<file path="src/rtl/pane_fold_pkg.sv">
package pane_fold_pkg;

    // Per-cycle action on the running aggregates
    typedef enum logic [1:0] {
        ACT_HOLD  = 2'd0,
        ACT_FOLD  = 2'd1,
        ACT_CLOSE = 2'd2
    } pane_act_e;

    // Aggregate presented on the selected-result port
    typedef enum logic [1:0] {
        AGG_COUNT = 2'd0,
        AGG_SUM   = 2'd1,
        AGG_MIN   = 2'd2,
        AGG_MAX   = 2'd3
    } agg_kind_e;

    // Close has priority over fold
    function automatic pane_act_e decode_act(input logic take, input logic close);
        if (close)
            return ACT_CLOSE;
        else if (take)
            return ACT_FOLD;
        else
            return ACT_HOLD;
    endfunction

endpackage

</file>
<file path="src/rtl/pane_sum_lane.sv">
module pane_sum_lane
    import pane_fold_pkg::*;
#(
    parameter int W = 16
) (
    input  logic            clk,
    input  logic            rst,
    input  pane_act_e       act,
    input  logic [W-1:0]    addend,
    output logic [W-1:0]    acc
);

    always_ff @(posedge clk) begin
        if (rst || act == ACT_CLOSE)
            acc <= '0;
        else if (act == ACT_FOLD)
            acc <= acc + addend;
    end


    hold_keeps_acc_chk: assert property (@(posedge clk) disable iff (rst)
        act == ACT_HOLD |=> $stable(acc));


    close_empties_acc_chk: assert property (@(posedge clk) disable iff (rst)
        act == ACT_CLOSE |=> acc == '0);

endmodule

</file>
<file path="src/rtl/pane_extreme_lane.sv">
module pane_extreme_lane
    import pane_fold_pkg::*;
#(
    parameter int W        = 16,
    parameter bit TAKE_MIN = 1'b1
) (
    input  logic            clk,
    input  logic            rst,
    input  pane_act_e       act,
    input  logic [W-1:0]    din,
    output logic [W-1:0]    acc
);

    localparam logic [W-1:0] POS_LIMIT = {1'b0, {(W-1){1'b1}}};
    localparam logic [W-1:0] NEG_LIMIT = {1'b1, {(W-1){1'b0}}};
    localparam logic [W-1:0] SEED      = TAKE_MIN ? POS_LIMIT : NEG_LIMIT;

    logic better;

    generate
        if (TAKE_MIN) begin : g_min
            always_comb better = $signed(din) < $signed(acc);
        end else begin : g_max
            always_comb better = $signed(din) > $signed(acc);
        end
    endgenerate

    always_ff @(posedge clk) begin
        if (rst || act == ACT_CLOSE)
            acc <= SEED;
        else if (act == ACT_FOLD && better)
            acc <= din;
    end


    fold_bounds_sample_chk: assert property (@(posedge clk) disable iff (rst)
        act == ACT_FOLD |=> (TAKE_MIN ? ($signed(acc) <= $signed($past(din)))
                                      : ($signed(acc) >= $signed($past(din)))));


    close_reseeds_chk: assert property (@(posedge clk) disable iff (rst)
        act == ACT_CLOSE |=> acc == SEED);

endmodule

</file>
<file path="src/rtl/pane_fold_unit.sv">
module pane_fold_unit
    import pane_fold_pkg::*;
#(
    parameter int        DATA_W   = 16,
    parameter int        CNT_W    = 16,
    parameter agg_kind_e OUT_KIND = AGG_COUNT,
    localparam int       SUM_W    = DATA_W + CNT_W
) (
    input  logic              clk,
    input  logic              rst,
    input  logic              fold_en,
    input  logic              pane_close,
    input  logic [DATA_W-1:0] sample,
    output logic              res_valid,
    output logic [SUM_W-1:0]  res_sel,
    output logic [CNT_W-1:0]  res_count,
    output logic [SUM_W-1:0]  res_sum,
    output logic [DATA_W-1:0] res_min,
    output logic [DATA_W-1:0] res_max
);

    localparam logic [DATA_W-1:0] POS_LIMIT = {1'b0, {(DATA_W-1){1'b1}}};
    localparam logic [DATA_W-1:0] NEG_LIMIT = {1'b1, {(DATA_W-1){1'b0}}};

    pane_act_e         act;
    logic [CNT_W-1:0]  run_cnt;
    logic [SUM_W-1:0]  run_sum;
    logic [DATA_W-1:0] run_min;
    logic [DATA_W-1:0] run_max;
    logic [SUM_W-1:0]  sample_ext;
    logic [SUM_W-1:0]  sel_next;

    always_comb act = decode_act(fold_en, pane_close);
    always_comb sample_ext = {{CNT_W{sample[DATA_W-1]}}, sample};

    pane_sum_lane #(.W(CNT_W)) u_count (
        .clk(clk), .rst(rst), .act(act),
        .addend(CNT_W'(1)), .acc(run_cnt)
    );

    pane_sum_lane #(.W(SUM_W)) u_sum (
        .clk(clk), .rst(rst), .act(act),
        .addend(sample_ext), .acc(run_sum)
    );

    pane_extreme_lane #(.W(DATA_W), .TAKE_MIN(1'b1)) u_min (
        .clk(clk), .rst(rst), .act(act),
        .din(sample), .acc(run_min)
    );

    pane_extreme_lane #(.W(DATA_W), .TAKE_MIN(1'b0)) u_max (
        .clk(clk), .rst(rst), .act(act),
        .din(sample), .acc(run_max)
    );

    // Result mux: a fixed choice made by parameter
    always_comb begin
        case (OUT_KIND)
            AGG_COUNT: sel_next = SUM_W'(run_cnt);
            AGG_SUM:   sel_next = run_sum;
            AGG_MIN:   sel_next = {{CNT_W{run_min[DATA_W-1]}}, run_min};
            default:   sel_next = {{CNT_W{run_max[DATA_W-1]}}, run_max};
        endcase
    end

    // Result registers load the finished pane while the lanes clear
    always_ff @(posedge clk) begin
        if (rst) begin
            res_valid <= 1'b0;
            res_sel   <= '0;
            res_count <= '0;
            res_sum   <= '0;
            res_min   <= POS_LIMIT;
            res_max   <= NEG_LIMIT;
        end else begin
            res_valid <= (act == ACT_CLOSE);
            if (act == ACT_CLOSE) begin
                res_sel   <= sel_next;
                res_count <= run_cnt;
                res_sum   <= run_sum;
                res_min   <= run_min;
                res_max   <= run_max;
            end
        end
    end


    close_strobes_chk: assert property (@(posedge clk) disable iff (rst)
        pane_close |=> res_valid);


    no_close_no_strobe_chk: assert property (@(posedge clk) disable iff (rst)
        !pane_close |=> !res_valid);


    results_held_chk: assert property (@(posedge clk) disable iff (rst)
        !pane_close |=> $stable(res_count) && $stable(res_sum)
                        && $stable(res_min) && $stable(res_max));


    close_beats_fold_chk: assert property (@(posedge clk) disable iff (rst)
        pane_close && fold_en |=> run_cnt == '0);

    generate
        if (OUT_KIND == AGG_COUNT) begin : g_sel_count

            sel_is_count_chk: assert property (@(posedge clk) disable iff (rst)
                res_valid |-> res_sel == SUM_W'(res_count));
        end
    endgenerate

endmodule

</file>
<file path="config.mk">
export PLATFORM = sky130hd
export DESIGN_NAME = pane_fold_unit
export DESIGN_NICKNAME = d
export VERILOG_FILES = /design/src/rtl/pane_fold_pkg.sv /design/src/rtl/pane_sum_lane.sv /design/src/rtl/pane_extreme_lane.sv /design/src/rtl/pane_fold_unit.sv
export SDC_FILE = /design/constraint.sdc
export NUM_CORES = 1
export LEC_CHECK = 0
export BUFFER_PORTS_ARGS = -buffer_cell sky130_fd_sc_hd__buf_2
export CAP_MARGIN = 10
export CORE_ASPECT_RATIO = 0.7
export CORE_UTILIZATION = 25
export DETAILED_ROUTE_END_ITERATION = 7
export SYNTH_ARGS = -nofsm -noshare
export SYNTH_HDL_FRONTEND = slang
export SYNTH_SLANG_ARGS = --single-unit
</file>
<file path="constraint.sdc">
create_clock -name clk -period 6.4 [get_ports clk]
set_clock_uncertainty 0.1 [all_clocks]
set_input_delay 0 -clock clk [delete_from_list [all_inputs] [get_ports clk]]
set_output_delay 0 -clock clk [all_outputs]
set_load 0.02 [all_outputs]
</file>
==> metrics <==
ys flop type=dfxtp_1; clk slew on worst S/H paths=0.07 ns; width of the die=221 um; Worst Hold Margin=0.100 ns; Crit path arrival time=3.24 ns; # IOs=133; Post-synth EDFFs=0; GR peak layer=met1; Cell Area, Synth=8410 sq um; Critical Path Source=sample[15]; ys async rst share=0%; worst-path maximum fanout=21; crit path cell chain=dlygate4sd3_1, buf_2, ha_1, and4_1, a21o_1, a211o_1, o21ai_1, o21ai_0, a21oi_1; PortBufs=116; Routability Congestion=0.889; register area share after synthesis=38.3%; CTS Sinks=161; Worst-Skew Late Latency=0.44 ns; CP max-delay cell=o21ai_1; number of fill cells in the layout=3446; Min-Delay Path Class=input pin to register; setup TNS=0 ns; startpoint types=input pin; WL/cell=15.6 um; Via density=4.60; clk root buf=clkbuf_16; ranking of synthesized cells by area=dfxtp_1 38%, ha_1 9.4%, mux2i_1 9.2%; # DRC=0; H-tree level count=4; Max Slew Vio Count=0; DR vias=6870; die area=34400 sq um; Initial Utilization=25.7%; chip height=155 um; initial DRC count=601; antenna-violating nets left=0; Synth warnings=0; total core area=32700 sq um; RSZ-0062 raised after global routing=no; Critical Setup Path Class=input pin to register; leakage=4.43 nW; critical path's top delay family=compound AO/OA/AOI/OAI gates; GRT met3 Usage=4.78%; # diodes=0; Reg2Reg Launch Point=u_sum.acc[0]$_SDFFE_PP0P_; gr ovfl total=0; leading cell type in the layout, fill and taps excluded=dfxtp_1; largest net degree at the start of global routing=53; gr usage total=14.0%; max_cap viols=0; slew margin rel.=22.1%; status=completed; Worst Max-Slew Pin Slew=1.17 ns; Pwr Density=242 nW/um^2; min-delay src=pane_close; most frequent cells in the layout=161 x dfxtp_1, 117 x nor2_1, 115 x buf_2; met2 GRT Util=19.3%; Worst Path Buf+Inv=2; clock buffer depth=2; Synth top area share=38.3%; fin crit period=2.97 ns; Final Hold Violating Endpoints=0; post-DP HPWL=17100 um; CTS tree=done; Row Count=55; FF/Latch Area=3220 sq um; initial antenna violation count=0; DRT Wirelength=23400 um; Max stage delay on crit path=0.81 ns; TritonRoute pass-1 iters=5; area used by multi-input combinational logic=4680 sq um; first-pass GRT wire length=37600 um; Nets=1139; Mapped Cells=959; Setup crit end kind=register; vias in the first global route=6452; maximum clock rate=336 MHz; Post-Syn Area per Cell=8.77 sq um; largest area contributor in the netlist=dfxtp_1; maximum VDD drop=0.000196 V; register bit total from synthesis=161; CTS buffer count=17; final setup fails=0; post-synthesis cell type count=59; met1 usage=20.5%; WP data required=6.66 ns; Post-CTS Setup Inserts=0; share of layout cells above drive strength 1=15.7%; Final period util=46.4%; Layout area overhead=18.4%
## cell type report
| cell class | instances | area share [%] |
|---|---|---|
| clock inverters | 12 | 1.22 |
| multi-input cells | 696 | 46.9 |
| clock buffers | 20 | 4.68 |
| repair buffers | 138 | 7.93 |
| flip-flops and latches | 161 | 32.3 |
| well taps | 427 | 5.36 |
| inverters | 41 | 1.54 |
## power breakdown
group | leakage (nW) | total (W) | switching [W] | internal (W)
clock network | 0.282 | 0.00102 | 0.000451 | 0.000574
registers | 1.31 | 0.00105 | 0.0000201 | 0.00103
logic | 2.84 | 0.000339 | 0.000216 | 0.000124
## sequential cells by signal, indices dropped and copies added, names as in the netlist
signal	count
u_sum.acc	32
res_max	16
u_min.acc	16
res_sum	32
res_sel	16
res_min	16
res_valid	1
u_count.acc	16
u_max.acc	16
## worst register-to-register path, stage by stage, from the launching register on
cell and delay [ns]:
dfxtp_1 0.33, ha_1 0.23, fa_1 0.42, a21oi_1 0.23, o22a_1 0.24, o21a_1 0.21, o21ai_1 0.22, a31o_2 0.33
a311oi_1 0.32, mux2i_1 0.22
## repair_timing
action | CTS | global route
gates resized for setup | 0 | 0
hold buffers | 17 | 0
hold endpoints to repair | 34 | 0
endpoints found under the setup margin | 0 | 0
## metal layers
| layer | vias up | wire length, um | part of all wire (%) |
|---|---|---|---|
| met5 | - | 0 | 0 |
| met3 | 15 | 1430 | 6.1 |
| met1 | 3199 | 12600 | 54 |
| met4 | 0 | 202 | 0.86 |
| li1 | 3514 | - | - |
| met2 | 142 | 9170 | 39 |
## per-stage QoR
stage          setup WS (ns)  total power (W)  instance area [sq um]  util, %  std cells
5_1_grt                 3.14          0.00253                   9970     30.5       1495
3_3_place_gp            3.37          0.00140                   9210     28.2       1446
6_report                3.43          0.00241                   9970     30.5       1495
2_1_floorplan           3.90          0.00131                   8470        -        974
4_1_cts                 3.44          0.00245                   9970     30.5       1495
3_5_place_dp            3.39          0.00140                   9210     28.2       1446
## final timing paths
| kind | cells after the start | slack, ns | endpoint |
|---|---|---|---|
| hold / removal | 3 | 0.10 | res_sel[4]$_SDFFE_PP0P_ |
| hold reg to reg | 1 | 0.37 | res_min[8]$_SDFFE_PP1P_ |
| setup reg to reg | 9 | 3.48 | u_sum.acc[28]$_SDFFE_PP0P_ |
| setup / recovery | 9 | 3.43 | u_max.acc[5]$_SDFFE_PP0P_ |
## Yosys cell counts (all sizes together) (5+ instances only)
cell type    n
nor2       118
a211oi       5
inv         41
o31ai        5
clkbuf      35
dfxtp      161
xnor2       26
buf         41
nor3         9
a211o       17
o21ai       60
a21oi       75
nand3       29
a21o        15
o21bai       5
nor2b       20
nand2       63
mux2i       77
o21a         6
o211ai      19
nand4       10
ha          63
xor2        15
## cell families after synthesis
kind of cell | Yosys count | synth area share [%]
buf+inv | 117 | 6.93
xor+xnor | 41 | 4.27
simple gates | 270 | 14.5
flops | 161 | 38.3
other cells | 1 | 0.0446
compound gates | 228 | 17.2
mux | 77 | 9.16
fa+ha+maj | 64 | 9.61
(Power assumes the default switching activity.)
